`config.mk`:
```
export PLATFORM = sky130hd
export DESIGN_NAME = wdg_supervisor
export DESIGN_NICKNAME = d
export VERILOG_FILES = /design/src/rtl/wdg_pkg.sv /design/src/rtl/wdg_tick_mux.sv /design/src/rtl/wdg_countdown.sv /design/src/rtl/wdg_stretch.sv /design/src/rtl/wdg_supervisor.sv
export SDC_FILE = /design/constraint.sdc
export NUM_CORES = 1
export LEC_CHECK = 0
export ABC_AREA = 1
export BUFFER_PORTS_ARGS = -buffer_cell sky130_fd_sc_hd__buf_2
export CAP_MARGIN = 20
export CORE_ASPECT_RATIO = 1.2
export CORE_MARGIN = 4
export CORE_UTILIZATION = 50
export DETAILED_ROUTE_END_ITERATION = 8
export PLACE_DENSITY = 0.7
export SLEW_MARGIN = 20
export SYNTH_ARGS = -nofsm -noshare
export SYNTH_HDL_FRONTEND = slang
export SYNTH_HIERARCHICAL = 1
export SYNTH_SLANG_ARGS = --single-unit
```
`constraint.sdc`:
```
create_clock -name clk -period 4.2 [get_ports clk]
set_input_delay 1.05 -clock clk [delete_from_list [all_inputs] [get_ports clk]]
set_output_delay 1.05 -clock clk [all_outputs]
set_load 0.02 [all_outputs]
```
`src/rtl/wdg_pkg.sv`:
```
package wdg_pkg;

  typedef enum logic {
    SRC_EXT = 1'b0,
    SRC_OSC = 1'b1
  } wdg_src_e;

  localparam int unsigned NUM_OUTS = 2;
  localparam int unsigned OUT_RST  = 0;
  localparam int unsigned OUT_FLAG = 1;

endpackage

```
`src/rtl/wdg_tick_mux.sv`:
```
module wdg_tick_mux
  import wdg_pkg::*;
(
  input  logic tick_sel,
  input  logic ext_tick,
  input  logic osc_tick,
  output logic tick
);

  wdg_src_e src;

  always_comb begin
    src  = wdg_src_e'(tick_sel);
    tick = (src == SRC_OSC) ? osc_tick : ext_tick;
  end

endmodule

```
`src/rtl/wdg_countdown.sv`:
```
module wdg_countdown #(
  parameter int unsigned CW = 16
) (
  input  logic          clk,
  input  logic          rst_n,
  input  logic          load,
  input  logic          hold,
  input  logic          tick,
  input  logic [CW-1:0] load_val,
  output logic          expire
);

  localparam logic [CW-1:0] ONE = CW'(1);

  // A zero timeout would never expire; treat it as the shortest period.
  function automatic logic [CW-1:0] floor_one(input logic [CW-1:0] v);
    return (v == '0) ? ONE : v;
  endfunction

  logic [CW-1:0] cnt_q;
  logic          step;

  assign step   = tick && !hold && !load;
  assign expire = step && (cnt_q == ONE);

  always_ff @(posedge clk or negedge rst_n) begin
    if (!rst_n) begin
      cnt_q <= ONE;
    end else if (load) begin
      cnt_q <= floor_one(load_val);
    end else if (step && (cnt_q != ONE)) begin
      cnt_q <= cnt_q - ONE;
    end
  end

endmodule

```
`src/rtl/wdg_stretch.sv`:
```
module wdg_stretch #(
  parameter int unsigned PW = 8
) (
  input  logic          clk,
  input  logic          rst_n,
  input  logic          kill,
  input  logic          start,
  input  logic          tick,
  input  logic [PW-1:0] width,
  output logic          active,
  output logic          last
);

  localparam logic [PW-1:0] ONE = PW'(1);

  function automatic logic [PW-1:0] floor_one(input logic [PW-1:0] v);
    return (v == '0) ? ONE : v;
  endfunction

  logic [PW-1:0] rem_q;

  assign last = active && tick && (rem_q == ONE);

  always_ff @(posedge clk or negedge rst_n) begin
    if (!rst_n) begin
      active <= 1'b0;
      rem_q  <= ONE;
    end else if (kill) begin
      active <= 1'b0;
    end else if (start) begin
      active <= 1'b1;
      rem_q  <= floor_one(width);
    end else if (active && tick) begin
      if (rem_q == ONE) begin
        active <= 1'b0;
      end
      rem_q <= rem_q - ONE;
    end
  end

endmodule

```
`src/rtl/wdg_supervisor.sv`:
```
module wdg_supervisor
  import wdg_pkg::*;
#(
  parameter int unsigned CNT_W = 16,
  parameter int unsigned PW    = 8
) (
  input  logic             clk,
  input  logic             rst_n,
  input  logic             en,
  input  logic             clr,
  input  logic             int_rst,
  input  logic             pwr_down,
  input  logic             tick_sel,
  input  logic             ext_tick,
  input  logic             osc_tick,
  input  logic [CNT_W-1:0] timeout_cfg,
  input  logic [PW-1:0]    rst_width_cfg,
  input  logic [PW-1:0]    flag_width_cfg,
  output logic             rst_req,
  output logic             wd_flag
);

  // Named internal events, observed by the bound checker.
  logic tick_w;
  logic expire_w;
  logic load_w;
  logic hold_w;
  logic all_end_w;

  logic                         started_q;
  logic [NUM_OUTS-1:0][PW-1:0]  width_q;
  logic [NUM_OUTS-1:0][PW-1:0]  width_cfg;
  logic [NUM_OUTS-1:0]          act;
  logic [NUM_OUTS-1:0]          last;

  // Power-down leaves the time base and counting untouched.
  logic unused_pwr_down;
  assign unused_pwr_down = pwr_down;

  assign width_cfg[OUT_RST]  = rst_width_cfg;
  assign width_cfg[OUT_FLAG] = flag_width_cfg;

  wdg_tick_mux u_tick (
    .tick_sel (tick_sel),
    .ext_tick (ext_tick),
    .osc_tick (osc_tick),
    .tick     (tick_w)
  );

  assign hold_w = |act;

  always_comb begin
    all_end_w = hold_w;
    for (int i = 0; i < NUM_OUTS; i++) begin
      if (act[i] && !last[i]) all_end_w = 1'b0;
    end
  end

  assign load_w = !started_q || !en || int_rst || (clr && !hold_w) || all_end_w;

  always_ff @(posedge clk or negedge rst_n) begin
    if (!rst_n) begin
      started_q <= 1'b0;
    end else begin
      started_q <= 1'b1;
    end
  end

  always_ff @(posedge clk or negedge rst_n) begin
    if (!rst_n) begin
      width_q <= '0;
    end else if (load_w) begin
      width_q <= width_cfg;
    end
  end

  wdg_countdown #(.CW(CNT_W)) u_count (
    .clk      (clk),
    .rst_n    (rst_n),
    .load     (load_w),
    .hold     (hold_w),
    .tick     (tick_w),
    .load_val (timeout_cfg),
    .expire   (expire_w)
  );

  for (genvar g = 0; g < NUM_OUTS; g++) begin : g_out
    wdg_stretch #(.PW(PW)) u_stretch (
      .clk    (clk),
      .rst_n  (rst_n),
      .kill   (!en),
      .start  (expire_w),
      .tick   (tick_w),
      .width  (width_q[g]),
      .active (act[g]),
      .last   (last[g])
    );
  end

  assign rst_req = act[OUT_RST];
  assign wd_flag = act[OUT_FLAG];

endmodule

```
==> impl_metrics.xml, run 1 <==
<?xml version="1.0" encoding="UTF-8"?>
<metrics>
  <group name="run_status">
    <metric name="run_status" unit="">complete, no violations</metric>
  </group>
  <group name="worst_setup_path">
    <metric name="worstSetupEndpointType" unit="">flip-flop</metric>
    <metric name="worstRegToRegCells" unit="">17</metric>
    <metric name="regToRegEndpoint" unit="">g_out[0].u_stretch/rem_q[1]$_DFFE_PN0P_</metric>
    <metric name="critPathBufInv" unit="">7</metric>
    <metric name="slowest_stage_cell_crit_path" unit="">sky130_fd_sc_hd__buf_4</metric>
    <metric name="worst-setup-path-type" unit="">input port to flip-flop</metric>
    <metric name="critical_path.max_stage_delay" unit="ns">0.26</metric>
    <metric name="rrSetupSlack" unit="ns">1.41</metric>
    <metric name="startpoint" unit="">tick_sel</metric>
    <metric name="critical_path.max_fanout" unit="">36</metric>
    <metric name="cpMostUsedCell" unit="">sky130_fd_sc_hd__nand2_1</metric>
    <metric name="cp_num_cells" unit="">21</metric>
    <metric name="worst_ep_required_time" unit="ns">4.41</metric>
    <metric name="critical_path.endpoint" unit="">g_out[1].u_stretch/rem_q[5]$_DFFE_PN0P_</metric>
    <metric name="worst_r2r_startpoint" unit="">g_out[0].u_stretch/rem_q[0]$_DFFE_PN1P_</metric>
    <metric name="cp_top_family" unit="">simple AND/OR/NAND/NOR gates</metric>
    <metric name="worstSetupStartpointType" unit="">input port</metric>
    <metric name="cp_data_arrival_time" unit="ns">3.32</metric>
    <metric name="timing.critical_path.cells" unit="">buf_2 &gt; inv_1 &gt; nand2_1 &gt; nand2_1 &gt; nand2_1 &gt; nor2_1 &gt; inv_1 &gt; nand2_1 &gt; nand3_4 &gt; nand2_8 &gt; nor2_1 &gt; inv_1 &gt; nor2_1 &gt; buf_4 &gt; inv_6 &gt; nand2_4 &gt; nand2_4 &gt; a21oi_1 &gt; nand2_1 &gt; nand2_1 &gt; inv_1</metric>
  </group>
  <group name="timing">
    <metric name="timing.clock.skew" unit="ns">0.00892</metric>
    <metric name="slew_viol_final" unit="">0</metric>
    <metric name="setup_total_negative_slack" unit="ns">0</metric>
    <metric name="final_min_period_over_clock_period" unit="%">74.1</metric>
    <metric name="slew-limit-headroom" unit="%">51.5</metric>
    <metric name="grt_setup_unrepaired" unit="">false</metric>
    <metric name="maxClockFrequency" unit="MHz">321</metric>
    <metric name="final-setup-viol-count" unit="">0</metric>
    <metric name="worstMarginPinSlew" unit="ns">0.728</metric>
    <metric name="hold_ws" unit="ns">0.518</metric>
    <metric name="period_needed" unit="ns">3.11</metric>
    <metric name="finalHoldViolations" unit="">0</metric>
  </group>
  <group name="finish">
    <metric name="n_fill_cell" unit="">684</metric>
    <metric name="insertedDiodeCount" unit="">0</metric>
    <metric name="synthToLayoutAreaGrowth" unit="%">8.35</metric>
    <metric name="multi_input_comb_area" unit="um2">1840</metric>
    <metric name="finish.net_count" unit="">579</metric>
    <metric name="register_area" unit="um2">1280</metric>
    <metric name="final_layout_size_suffix_gt1_share" unit="%">18.0</metric>
  </group>
  <group name="yosys">
    <metric name="synth-xor-area-share" unit="%">1.27</metric>
    <metric name="synth.yosys.seq_area_share" unit="%">37.1</metric>
    <metric name="synth.area.top_cells" unit="">sky130_fd_sc_hd__dfrtp_1, sky130_fd_sc_hd__nand2_1, sky130_fd_sc_hd__nor2_1</metric>
    <metric name="synth_top_family_by_area" unit="">simple AND/OR/NAND/NOR gates</metric>
    <metric name="yosysTopAreaCellShare" unit="%">34.8</metric>
    <metric name="yosys.area_share.simple" unit="%">42.0</metric>
    <metric name="synth_mux_area_share" unit="%">0.290</metric>
    <metric name="synth_commonest_cells" unit="">sky130_fd_sc_hd__nand2_1, sky130_fd_sc_hd__nor2_1, sky130_fd_sc_hd__nand3_1</metric>
    <metric name="synth-async-reset-ratio" unit="%">100</metric>
    <metric name="primary_ff_master_synth" unit="">sky130_fd_sc_hd__dfrtp_1</metric>
    <metric name="synth.cell_area" unit="um2">3450</metric>
    <metric name="synth_cell_type_count" unit="">38</metric>
    <metric name="yosys.area_share.adder" unit="%">2.18</metric>
    <metric name="synth.most_common_cell" unit="">sky130_fd_sc_hd__nand2_1</metric>
    <metric name="synthCells" unit="">494</metric>
    <metric name="synth_enable_flop_cells" unit="">0</metric>
    <metric name="yosysTopAreaCell" unit="">sky130_fd_sc_hd__dfrtp_1</metric>
    <metric name="synth_fp_nets" unit="">541</metric>
    <metric name="synthesis_warning_total" unit="">6</metric>
    <metric name="synthesis.area_per_instance" unit="um2">6.98</metric>
    <metric name="seq_cells_post_synth" unit="">51</metric>
    <metric name="synth-compound-area-share" unit="%">7.51</metric>
  </group>
  <group name="cts">
    <metric name="cts_made_buffers" unit="">5</metric>
    <metric name="post_cts_setup_inserts" unit="">0</metric>
    <metric name="cts.repair.resized" unit="">0</metric>
    <metric name="cts.htree.levels" unit="">2</metric>
    <metric name="cts_max_path_buffers" unit="">2</metric>
    <metric name="tritoncts" unit="">built</metric>
    <metric name="cts-root-buf" unit="">sky130_fd_sc_hd__clkbuf_8</metric>
    <metric name="source_to_sink_clock_delay_at_the_later_pin_of_the_worst_skew_pair" unit="ns">0.31</metric>
    <metric name="postCtsHoldBufs" unit="">0</metric>
    <metric name="cts.sink_count" unit="">51</metric>
    <metric name="path_clk_slew" unit="ns">0.09</metric>
  </group>
  <group name="global_routing">
    <metric name="grt_remaining_overflow" unit="">0</metric>
    <metric name="number_of_global_route_vias_before_repair" unit="">3127</metric>
    <metric name="grt_antenna_before_repair" unit="">0</metric>
    <metric name="grt.total_usage" unit="%">19.6</metric>
    <metric name="pin_count_of_the_biggest_net_entering_global_routing" unit="">37</metric>
    <metric name="grt_first_pass_wirelength" unit="mm">13.7</metric>
  </group>
  <group name="floorplan">
    <metric name="core_area" unit="um2">6570</metric>
    <metric name="die_h" unit="um">99.0</metric>
    <metric name="fp.dieW" unit="um">83.8</metric>
    <metric name="num_io_pins" unit="">43</metric>
    <metric name="initial_core_util" unit="%">52.5</metric>
    <metric name="dieArea" unit="um2">8290</metric>
    <metric name="row_count" unit="">32</metric>
  </group>
  <group name="routing">
    <metric name="detailedRoute.firstPassIterationCount" unit="">4</metric>
    <metric name="drt_iter0_markers" unit="">164</metric>
    <metric name="via_count" unit="">3075</metric>
    <metric name="drt-total-wl" unit="mm">7.49</metric>
    <metric name="route.detailed.vias_per_inst" unit="">4.98</metric>
    <metric name="wl_per_cell" unit="um">12.1</metric>
    <metric name="drc" unit="">0</metric>
    <metric name="antenna_left" unit="">0</metric>
  </group>
  <group name="placed_design">
    <metric name="hpwlAfterDp" unit="mm">5.60</metric>
    <metric name="place.gp.congestion" unit="">0.853</metric>
    <metric name="io_buffer_count" unit="">41</metric>
  </group>
  <group name="pwr">
    <metric name="vdd_ir_drop_max" unit="mV">0.133</metric>
    <metric name="power_density" unit="nW/um2">250</metric>
    <metric name="power.static_leakage" unit="nW">1.93</metric>
  </group>
  <group name="run">
    <metric name="number_of_violations_of_the_max_capacitance_limit" unit="">0</metric>
  </group>
  <group name="min_path">
    <metric name="hold_path_class" unit="">flip-flop to flip-flop</metric>
  </group>
</metrics>
worst min path at each step:
stage               depth (start not counted)                          from  slack [ns]                            to
floorplan                                   2        width_q[0]$_DFFE_PN0P_        0.48        width_q[0]$_DFFE_PN0P_
global placement                            2  u_count/cnt_q[0]$_DFFE_PN1P_        0.49  u_count/cnt_q[0]$_DFFE_PN1P_
detailed placement                          2  u_count/cnt_q[0]$_DFFE_PN1P_        0.51  u_count/cnt_q[0]$_DFFE_PN1P_
CTS                                         2  u_count/cnt_q[0]$_DFFE_PN1P_        0.52  u_count/cnt_q[0]$_DFFE_PN1P_
global route                                2  u_count/cnt_q[0]$_DFFE_PN1P_        0.55  u_count/cnt_q[0]$_DFFE_PN1P_
finish                                      2  u_count/cnt_q[0]$_DFFE_PN1P_        0.52  u_count/cnt_q[0]$_DFFE_PN1P_
sequential cells by signal, indices dropped and copies added (netlist names):
signal and count:
started_q 1, g_out.u_stretch/active 2, u_count/cnt_q 16, width_q 16, g_out.u_stretch/rem_q 16
report_power, final:
| part | leakage [nW] | switching, mW | internal [mW] |
|---|---|---|---|
| Clock | 0.0422 | 0.164 | 0.118 |
| Sequential | 0.599 | 0.0227 | 0.514 |
| Combinational | 1.29 | 0.0709 | 0.0457 |
| Total | 1.93 | 0.258 | 0.677 |
cell usage in the layout (no fill, tap or decap):
| cell | netlist | layout |
|---|---|---|
| sky130_fd_sc_hd__clkbuf_8 | 2 | 5 |
| sky130_fd_sc_hd__o31ai_1 | 1 | 1 |
| sky130_fd_sc_hd__ha_1 | 6 | 6 |
| sky130_fd_sc_hd__buf_4 | 2 | 2 |
| sky130_fd_sc_hd__dfrtp_1 | 48 | 48 |
| sky130_fd_sc_hd__inv_2 | 2 | 2 |
| sky130_fd_sc_hd__a21oi_2 | 1 | 1 |
| sky130_fd_sc_hd__nand2_8 | 1 | 1 |
| sky130_fd_sc_hd__o22ai_1 | 1 | 1 |
| sky130_fd_sc_hd__nand3_1 | 52 | 52 |
| sky130_fd_sc_hd__inv_6 | 4 | 4 |
| sky130_fd_sc_hd__nor3_1 | 3 | 3 |
| sky130_fd_sc_hd__conb_1 | 1 | 1 |
| sky130_fd_sc_hd__mux2i_1 | 1 | 1 |
| sky130_fd_sc_hd__dfstp_2 | 3 | 3 |
| sky130_fd_sc_hd__nand2_2 | 14 | 14 |
| sky130_fd_sc_hd__nand3_4 | 1 | 1 |
| sky130_fd_sc_hd__nor2_2 | 8 | 8 |
| sky130_fd_sc_hd__clkinv_2 | 0 | 1 |
| sky130_fd_sc_hd__o21ai_1 | 4 | 4 |
| sky130_fd_sc_hd__clkbuf_1 | 2 | 2 |
| sky130_fd_sc_hd__nand2_1 | 154 | 154 |
| sky130_fd_sc_hd__xor2_1 | 5 | 5 |
| sky130_fd_sc_hd__inv_1 | 42 | 42 |
| sky130_fd_sc_hd__nor2_1 | 76 | 76 |
| sky130_fd_sc_hd__o21ai_0 | 15 | 15 |
| sky130_fd_sc_hd__inv_4 | 1 | 1 |
| sky130_fd_sc_hd__nand2_4 | 5 | 5 |
| sky130_fd_sc_hd__o211ai_1 | 3 | 3 |
| sky130_fd_sc_hd__o21bai_1 | 2 | 2 |
| sky130_fd_sc_hd__nand3b_1 | 5 | 5 |
| sky130_fd_sc_hd__a21oi_1 | 12 | 12 |
| sky130_fd_sc_hd__nand3_2 | 1 | 1 |
| sky130_fd_sc_hd__or2_2 | 1 | 1 |
| sky130_fd_sc_hd__o21ai_2 | 5 | 5 |
| sky130_fd_sc_hd__buf_2 | 1 | 41 |
| sky130_fd_sc_hd__nand4_1 | 4 | 4 |
per-layer routing:
layer / vias up / wire length, um / track usage (%)
met5: - / 0 / 0
met4: 0 / 95 / 5.69
met3: 8 / 267 / 2.68
met2: 47 / 3750 / 36.3
met1: 1386 / 3370 / 23.6
li1: 1634 / - / -
metrics by stage:
| step | util, % | setup WS (ns) | instance area, um2 | cells | power [mW] |
|---|---|---|---|---|---|
| floorplan | - | 1.25 | 3450 | 494 | 0.615 |
| global placement | 55.6 | 0.776 | 3650 | 610 | 0.661 |
| detailed placement | 55.6 | 0.735 | 3650 | 610 | 0.664 |
| CTS | 56.9 | 1.06 | 3730 | 618 | 0.952 |
| global route | 56.9 | 0.770 | 3730 | 618 | 0.991 |
| finish | 56.9 | 1.09 | 3730 | 618 | 0.935 |
area by class of cell:
class	instances	share of cell area, %
multi-input combinational	382	49.3
clock inverter	1	0.134
timing repair buffer	43	5.90
tap	85	2.85
inverter	49	5.53
sequential	51	34.3
clock buffer	7	2.04
worst min-delay path, cell delays in order (launching register included):
cell and delay (ns):
sky130_fd_sc_hd__dfstp_2 0.40, sky130_fd_sc_hd__nand3_1 0.08, sky130_fd_sc_hd__nand2_1 0.05
cell families (layout without fill, tap and decap cells):
family                   count (synthesis)  count (layout)
AND/OR/NAND/NOR                        325             325
adder cells (fa/ha/maj)                  6               6
AO/OA/AOI/OAI                           44              44
buffers and inverters                   61             100
XOR/XNOR                                 5               5
other                                    1               1
flip-flops                              51              51
multiplexers                             1               1
No activity file was read; power rests on OpenSTA's default activity.
==> run 2, diff against run 1 <==
- clock period: 4.2 -> 2.89 ns (I/O delays scaled with it)
==> impl_metrics.xml, run 2 (synthesized netlist as in run 1, its figures left out) <==
<?xml version="1.0" encoding="UTF-8"?>
<metrics>
  <group name="placed_design">
    <metric name="placed_cells" unit="">612</metric>
    <metric name="place.gp.congestion" unit="">0.852</metric>
    <metric name="hpwlAfterDp" unit="mm">5.71</metric>
    <metric name="io_buffer_count" unit="">41</metric>
  </group>
  <group name="timing">
    <metric name="maxClockFrequency" unit="MHz">394</metric>
    <metric name="slew_viol_final" unit="">0</metric>
    <metric name="grt_setup_unrepaired" unit="">false</metric>
    <metric name="setup_total_negative_slack" unit="ns">0</metric>
    <metric name="slew-limit-headroom" unit="%">61.5</metric>
    <metric name="timing.clock.skew" unit="ns">0.0141</metric>
    <metric name="period_needed" unit="ns">2.54</metric>
    <metric name="worstMarginPinSlew" unit="ns">0.577</metric>
    <metric name="final_min_period_over_clock_period" unit="%">87.9</metric>
    <metric name="final-setup-viol-count" unit="">0</metric>
    <metric name="finalHoldViolations" unit="">0</metric>
    <metric name="hold_ws" unit="ns">0.404</metric>
  </group>
  <group name="cts">
    <metric name="cts-root-buf" unit="">sky130_fd_sc_hd__clkbuf_8</metric>
    <metric name="cts_made_buffers" unit="">5</metric>
    <metric name="cts.repair.resized" unit="">0</metric>
    <metric name="cts_max_path_buffers" unit="">2</metric>
    <metric name="tritoncts" unit="">built</metric>
    <metric name="cts.sink_count" unit="">51</metric>
    <metric name="post_cts_setup_inserts" unit="">0</metric>
    <metric name="path_clk_slew" unit="ns">0.10</metric>
    <metric name="source_to_sink_clock_delay_at_the_later_pin_of_the_worst_skew_pair" unit="ns">0.30</metric>
    <metric name="cts.htree.levels" unit="">2</metric>
    <metric name="postCtsHoldBufs" unit="">0</metric>
  </group>
  <group name="floorplan">
    <metric name="num_io_pins" unit="">43</metric>
    <metric name="dieArea" unit="um2">8290</metric>
    <metric name="die_h" unit="um">99.0</metric>
    <metric name="core_area" unit="um2">6570</metric>
    <metric name="initial_core_util" unit="%">52.5</metric>
    <metric name="fp.dieW" unit="um">83.8</metric>
    <metric name="row_count" unit="">32</metric>
  </group>
  <group name="pwr">
    <metric name="vdd_ir_drop_max" unit="mV">0.180</metric>
    <metric name="power.share.combinational" unit="%">11.8</metric>
    <metric name="power.share.switching" unit="%">25.3</metric>
    <metric name="power.static_leakage" unit="nW">1.96</metric>
    <metric name="clock_power_share" unit="%">35.0</metric>
    <metric name="seq_power_share" unit="%">53.2</metric>
    <metric name="netSwitchingPower" unit="mW">0.371</metric>
    <metric name="internal-power" unit="mW">1.10</metric>
    <metric name="power_density" unit="nW/um2">385</metric>
  </group>
  <group name="finish">
    <metric name="most_frequent_cells_in_the_layout" unit="">sky130_fd_sc_hd__nand2_1, sky130_fd_sc_hd__nor2_1, sky130_fd_sc_hd__nand3_1</metric>
    <metric name="final_layout_size_suffix_gt1_share" unit="%">18.7</metric>
    <metric name="synthToLayoutAreaGrowth" unit="%">10.6</metric>
    <metric name="n_fill_cell" unit="">635</metric>
    <metric name="layout_top_registers" unit="">g_out.u_stretch/rem_q (16), u_count/cnt_q (16), width_q (16)</metric>
    <metric name="final_core_util" unit="%">58.0</metric>
    <metric name="stdcell_count" unit="">620</metric>
    <metric name="insertedDiodeCount" unit="">0</metric>
    <metric name="finish.net_count" unit="">581</metric>
    <metric name="layout.cells.most_common" unit="">sky130_fd_sc_hd__nand2_1</metric>
  </group>
  <group name="routing">
    <metric name="drc" unit="">0</metric>
    <metric name="antenna_left" unit="">0</metric>
    <metric name="drt_iter0_markers" unit="">117</metric>
    <metric name="drt-total-wl" unit="mm">7.55</metric>
    <metric name="detailedRoute.firstPassIterationCount" unit="">4</metric>
    <metric name="via_count" unit="">3149</metric>
    <metric name="route.detailed.vias_per_inst" unit="">5.08</metric>
    <metric name="wl_per_cell" unit="um">12.2</metric>
  </group>
  <group name="global_routing">
    <metric name="number_of_global_route_vias_before_repair" unit="">3080</metric>
    <metric name="grt_first_pass_wirelength" unit="mm">13.3</metric>
    <metric name="grt_antenna_before_repair" unit="">0</metric>
    <metric name="pin_count_of_the_biggest_net_entering_global_routing" unit="">36</metric>
    <metric name="grt_remaining_overflow" unit="">0</metric>
    <metric name="grt.total_usage" unit="%">19.2</metric>
  </group>
  <group name="worst_setup_path">
    <metric name="cp_data_arrival_time" unit="ns">2.73</metric>
    <metric name="worst-setup-path-type" unit="">input port to flip-flop</metric>
    <metric name="worstSetupEndpointType" unit="">flip-flop</metric>
    <metric name="rrSetupSlack" unit="ns">0.36</metric>
    <metric name="slowest_stage_cell_crit_path" unit="">sky130_fd_sc_hd__buf_4</metric>
    <metric name="worst_ep_required_time" unit="ns">3.08</metric>
    <metric name="critical_path.max_fanout" unit="">35</metric>
    <metric name="timing.critical_path.cells" unit="">buf_2 &gt; inv_1 &gt; nand2_1 &gt; nand2_1 &gt; nand2_1 &gt; nor2_1 &gt; inv_1 &gt; nand2_1 &gt; nand3_4 &gt; nand2_8 &gt; buf_4 &gt; inv_2 &gt; or2_2 &gt; nand3_2 &gt; nand2_1</metric>
    <metric name="cpMostUsedCell" unit="">sky130_fd_sc_hd__nand2_1</metric>
    <metric name="critical_path.max_stage_delay" unit="ns">0.37</metric>
    <metric name="worstSetupStartpointType" unit="">input port</metric>
  </group>
  <group name="min_path">
    <metric name="hold_path_class" unit="">input port to asynchronous set/reset pin</metric>
  </group>
  <group name="run_status">
    <metric name="run_status" unit="">complete, no violations</metric>
  </group>
  <group name="run">
    <metric name="number_of_violations_of_the_max_capacitance_limit" unit="">0</metric>
  </group>
</metrics>
## run 2: changes by cell type in the layout (fill, tap and decap cells not counted), sizes merged
cell    previous run  this run
bufinv             0         1
clkbuf             7         6
buf               43        45
## run 2: power by group through the flow
stage | sequential, mW | clock [mW] | combinational [mW]
floorplan | 0.785 | 0 | 0.109
global placement | 0.793 | 0 | 0.171
detailed placement | 0.794 | 0 | 0.175
CTS | 0.780 | 0.538 | 0.176
global route | 0.786 | 0.567 | 0.200
finish | 0.781 | 0.513 | 0.173
## run 2: worst paths after layout
check	depth (start not counted)	startpoint	to
min in group clk	2	u_count/cnt_q[0]$_DFFE_PN1P_	u_count/cnt_q[0]$_DFFE_PN1P_
max reg2reg	12	g_out[0].u_stretch/rem_q[0]$_DFFE_PN1P_	u_count/cnt_q[5]$_DFFE_PN0P_
min reg2reg	2	u_count/cnt_q[0]$_DFFE_PN1P_	u_count/cnt_q[0]$_DFFE_PN1P_
min	1	rst_n	g_out[0].u_stretch/rem_q[7]$_DFFE_PN0P_
max	15	tick_sel	u_count/cnt_q[5]$_DFFE_PN0P_
max in group asynchronous	2	rst_n	g_out[1].u_stretch/rem_q[0]$_DFFE_PN1P_
## run 2: critical path: cells and delay by family
family                 cells  cell delay [ns]
AND/OR/NAND/NOR           10             1.14
buffers and inverters      5             0.82
## run 2: metrics by stage
stage | setup slack, ns | power (mW) | instance area (um2)
after global routing | 0.146 | 1.55 | 3810
after floorplan | 0.270 | 0.894 | 3450
after detailed placement | 0.0484 | 0.968 | 3690
after CTS | 0.345 | 1.49 | 3810
final | 0.350 | 1.47 | 3810
after global placement | 0.0957 | 0.964 | 3690
## run 2: area by class of cell
class                   instances  area [um2]  share of cell area (%)
clock inverters                 2        35.0                   0.919
well taps                      85         106                    2.79
repair buffers                 45         260                    6.83
flip-flops and latches         51        1280                    33.6
clock buffers                   6        82.6                    2.17
inverters                      49         206                    5.42
multi-input cells             382        1840                    48.3
## run 2: per-layer routing
| metal | share of wire, % | global-route usage, % |
|---|---|---|
| met3 | 3.5 | 3.34 |
| met4 | 2.2 | 6.56 |
| met5 | 0 | 0 |
| met1 | 45 | 23.7 |
| met2 | 50 | 33.6 |
==> run 3, diff against run 2 <==
==> constraint.sdc (replaced) <==
create_clock -name clk -period 2.89 [get_ports clk]
set_input_delay 0.1445 -clock clk [delete_from_list [all_inputs] [get_ports clk]]
set_output_delay 0.1445 -clock clk [all_outputs]
set_load 0.02 [all_outputs]
==> impl_metrics.xml, run 3 (synthesized netlist as in run 1, its figures left out) <==
<?xml version="1.0" encoding="UTF-8"?>
<metrics>
  <group name="global_routing">
    <metric name="grt_antenna_before_repair" unit="">0</metric>
    <metric name="number_of_global_route_vias_before_repair" unit="">2969</metric>
    <metric name="grt.total_usage" unit="%">19.0</metric>
    <metric name="grt_first_pass_wirelength" unit="mm">13.2</metric>
    <metric name="pin_count_of_the_biggest_net_entering_global_routing" unit="">34</metric>
    <metric name="grt_remaining_overflow" unit="">0</metric>
  </group>
  <group name="worst_setup_path">
    <metric name="critical_path.endpoint" unit="">g_out[1].u_stretch/rem_q[1]$_DFFE_PN0P_</metric>
    <metric name="regToRegEndpoint" unit="">g_out[1].u_stretch/rem_q[1]$_DFFE_PN0P_</metric>
    <metric name="critPathBufInv" unit="">5</metric>
    <metric name="worstSetupStartpointType" unit="">flip-flop</metric>
    <metric name="slowest_stage_cell_crit_path" unit="">sky130_fd_sc_hd__dfstp_2</metric>
    <metric name="worstSetupEndpointType" unit="">flip-flop</metric>
    <metric name="critical_path.max_fanout" unit="">19</metric>
    <metric name="worstRegToRegCells" unit="">17</metric>
    <metric name="critical_path.max_stage_delay" unit="ns">0.55</metric>
    <metric name="worst-setup-path-type" unit="">flip-flop to flip-flop</metric>
    <metric name="startpoint" unit="">g_out[0].u_stretch/rem_q[0]$_DFFE_PN1P_</metric>
    <metric name="timing.critical_path.cells" unit="">ha_1 &gt; nand4_1 &gt; nor2_1 &gt; inv_1 &gt; nand2_1 &gt; nand3_4 &gt; nand2_8 &gt; nor2_1 &gt; inv_1 &gt; nor2_1 &gt; buf_4 &gt; inv_6 &gt; nand2_4 &gt; nand2_4 &gt; inv_6 &gt; o211ai_1 &gt; o21ai_0</metric>
    <metric name="worst_r2r_startpoint" unit="">g_out[0].u_stretch/rem_q[0]$_DFFE_PN1P_</metric>
    <metric name="cpMostUsedCell" unit="">sky130_fd_sc_hd__nor2_1</metric>
    <metric name="cp_data_arrival_time" unit="ns">2.78</metric>
    <metric name="worst_ep_required_time" unit="ns">3.08</metric>
    <metric name="rrSetupSlack" unit="ns">0.30</metric>
    <metric name="cp_num_cells" unit="">17</metric>
    <metric name="cp_top_family" unit="">simple AND/OR/NAND/NOR gates</metric>
  </group>
  <group name="finish">
    <metric name="stdcell_area" unit="um2">3800</metric>
    <metric name="final_layout_size_suffix_gt1_share" unit="%">18.7</metric>
    <metric name="n_fill_cell" unit="">654</metric>
    <metric name="layout_top_registers" unit="">g_out.u_stretch/rem_q (16), u_count/cnt_q (16), width_q (16)</metric>
    <metric name="insertedDiodeCount" unit="">0</metric>
    <metric name="finish.net_count" unit="">582</metric>
    <metric name="most_frequent_cells_in_the_layout" unit="">sky130_fd_sc_hd__nand2_1, sky130_fd_sc_hd__nor2_1, sky130_fd_sc_hd__nand3_1</metric>
    <metric name="synthToLayoutAreaGrowth" unit="%">10.1</metric>
    <metric name="layout.cells.most_common" unit="">sky130_fd_sc_hd__nand2_1</metric>
  </group>
  <group name="floorplan">
    <metric name="core_area" unit="um2">6570</metric>
    <metric name="fp.dieW" unit="um">83.8</metric>
    <metric name="initial_core_util" unit="%">52.5</metric>
    <metric name="num_io_pins" unit="">43</metric>
    <metric name="row_count" unit="">32</metric>
    <metric name="die_h" unit="um">99.0</metric>
    <metric name="dieArea" unit="um2">8290</metric>
  </group>
  <group name="cts">
    <metric name="cts_max_path_buffers" unit="">2</metric>
    <metric name="cts-root-buf" unit="">sky130_fd_sc_hd__clkbuf_8</metric>
    <metric name="source_to_sink_clock_delay_at_the_later_pin_of_the_worst_skew_pair" unit="ns">0.30</metric>
    <metric name="cts.htree.levels" unit="">2</metric>
    <metric name="path_clk_slew" unit="ns">0.10</metric>
    <metric name="cts_made_buffers" unit="">5</metric>
    <metric name="post_cts_setup_inserts" unit="">0</metric>
    <metric name="cts.sink_count" unit="">51</metric>
    <metric name="tritoncts" unit="">built</metric>
  </group>
  <group name="routing">
    <metric name="met1Wirelength" unit="mm">3.32</metric>
    <metric name="antenna_left" unit="">0</metric>
    <metric name="detailedRoute.firstPassIterationCount" unit="">5</metric>
    <metric name="route.met2.wl" unit="mm">3.75</metric>
    <metric name="met3WireLength" unit="um">341</metric>
    <metric name="drt-total-wl" unit="mm">7.54</metric>
    <metric name="drc" unit="">0</metric>
    <metric name="wl_per_cell" unit="um">12.1</metric>
    <metric name="via_count" unit="">3116</metric>
    <metric name="routed.top_layer" unit="">met4</metric>
    <metric name="route.detailed.vias_per_inst" unit="">5.02</metric>
    <metric name="drt_iter0_markers" unit="">134</metric>
  </group>
  <group name="pwr">
    <metric name="vdd_ir_drop_max" unit="mV">0.180</metric>
    <metric name="power_density" unit="nW/um2">387</metric>
    <metric name="power.static_leakage" unit="nW">1.96</metric>
  </group>
  <group name="timing">
    <metric name="finalHoldViolations" unit="">0</metric>
    <metric name="period_needed" unit="ns">2.59</metric>
    <metric name="slew-limit-headroom" unit="%">48.4</metric>
    <metric name="maxClockFrequency" unit="MHz">386</metric>
    <metric name="final-setup-viol-count" unit="">0</metric>
    <metric name="timing.clock.skew" unit="ns">0.00644</metric>
    <metric name="worstMarginPinSlew" unit="ns">0.774</metric>
    <metric name="grt_setup_unrepaired" unit="">true</metric>
    <metric name="final_min_period_over_clock_period" unit="%">89.6</metric>
    <metric name="setup_total_negative_slack" unit="ns">0</metric>
    <metric name="slew_viol_final" unit="">0</metric>
  </group>
  <group name="placed_design">
    <metric name="placement_cell_area" unit="um2">3670</metric>
    <metric name="place.gp.congestion" unit="">0.803</metric>
    <metric name="io_buffer_count" unit="">41</metric>
    <metric name="hpwlAfterDp" unit="mm">5.64</metric>
  </group>
  <group name="run_status">
    <metric name="run_status" unit="">complete, no violations</metric>
  </group>
  <group name="run">
    <metric name="number_of_violations_of_the_max_capacitance_limit" unit="">0</metric>
  </group>
  <group name="min_path">
    <metric name="hold_path_class" unit="">input port to flip-flop</metric>
  </group>
</metrics>
## run 3: cell types whose count changed in the layout (fill, tap and decap cells not counted), sizes merged
cell	previous run	this run
dlygate4sd3	0	1
## run 3: worst register-to-register path, delay by kind of cell, from the launching register on
| kind | cells | cell delay (ns) |
|---|---|---|
| and+or+nand+nor | 9 | 1.11 |
| buffers and inverters | 5 | 0.48 |
| adders and majority gates | 1 | 0.14 |
| AOI/OAI and AO/OA | 2 | 0.19 |
| DFF | 1 | 0.55 |
## run 3: layer usage
layer / global-route usage, % / vias up
li1: - / 1638
met1: 23.5 / 1398
met2: 34.1 / 71
met3: 3.01 / 9
met4: 5.57 / 0
met5: 0 / -
## run 3: per-stage QoR
step | cells | power (mW) | hold WS [ns] | worst slack [ns] | utilization [%]
2_1_floorplan | 494 | 0.894 | -0.151 | 0.601 | -
3_3_place_gp | 612 | 0.961 | 0.268 | 0.321 | 55.9
3_5_place_dp | 612 | 0.965 | 0.272 | 0.288 | 55.9
4_1_cts | 621 | 1.49 | 0.0191 | 0.252 | 57.8
5_1_grt | 621 | 1.55 | 0.0262 | -0.00159 | 57.8
6_report | 621 | 1.47 | 0.0269 | 0.301 | 57.8
## run 3: repair_timing
| item | in CTS | in global routing |
|---|---|---|
| hold buffers | 1 | 0 |
| endpoints found under the setup margin | 0 | 6 |
| gates resized for setup | 0 | 0 |
| hold endpoints to repair | 31 | 0 |
## run 3: power by group
part           internal, mW  switching, mW
Sequential            0.747         0.0328
Combinational        0.0681          0.104
Clock                 0.281          0.239
Total                  1.10          0.375
## run 3: area by class of cell
class                      count  area (um2)  area share [%]
timing repair buffer          46         245            6.46
tap                           85         106            2.80
multi-input combinational    382        1840            48.5
sequential                    51        1280            33.7
clock inverter                 2        35.0           0.923
clock buffer                   6        82.6            2.18
inverter                      49         206            5.44
## run 3: worst min path at each step
| stage | startpoint | endpoint | cells past startpoint |
|---|---|---|---|
| floorplan | rst_n | g_out[0].u_stretch/active$_DFFE_PN0P_ | 0 |
| global placement | rst_n | g_out[0].u_stretch/rem_q[7]$_DFFE_PN0P_ | 1 |
| detailed placement | rst_n | g_out[0].u_stretch/rem_q[7]$_DFFE_PN0P_ | 1 |
| CTS | rst_width_cfg[7] | width_q[7]$_DFFE_PN0P_ | 3 |
| global route | rst_width_cfg[7] | width_q[7]$_DFFE_PN0P_ | 3 |
| finish | rst_width_cfg[7] | width_q[7]$_DFFE_PN0P_ | 3 |
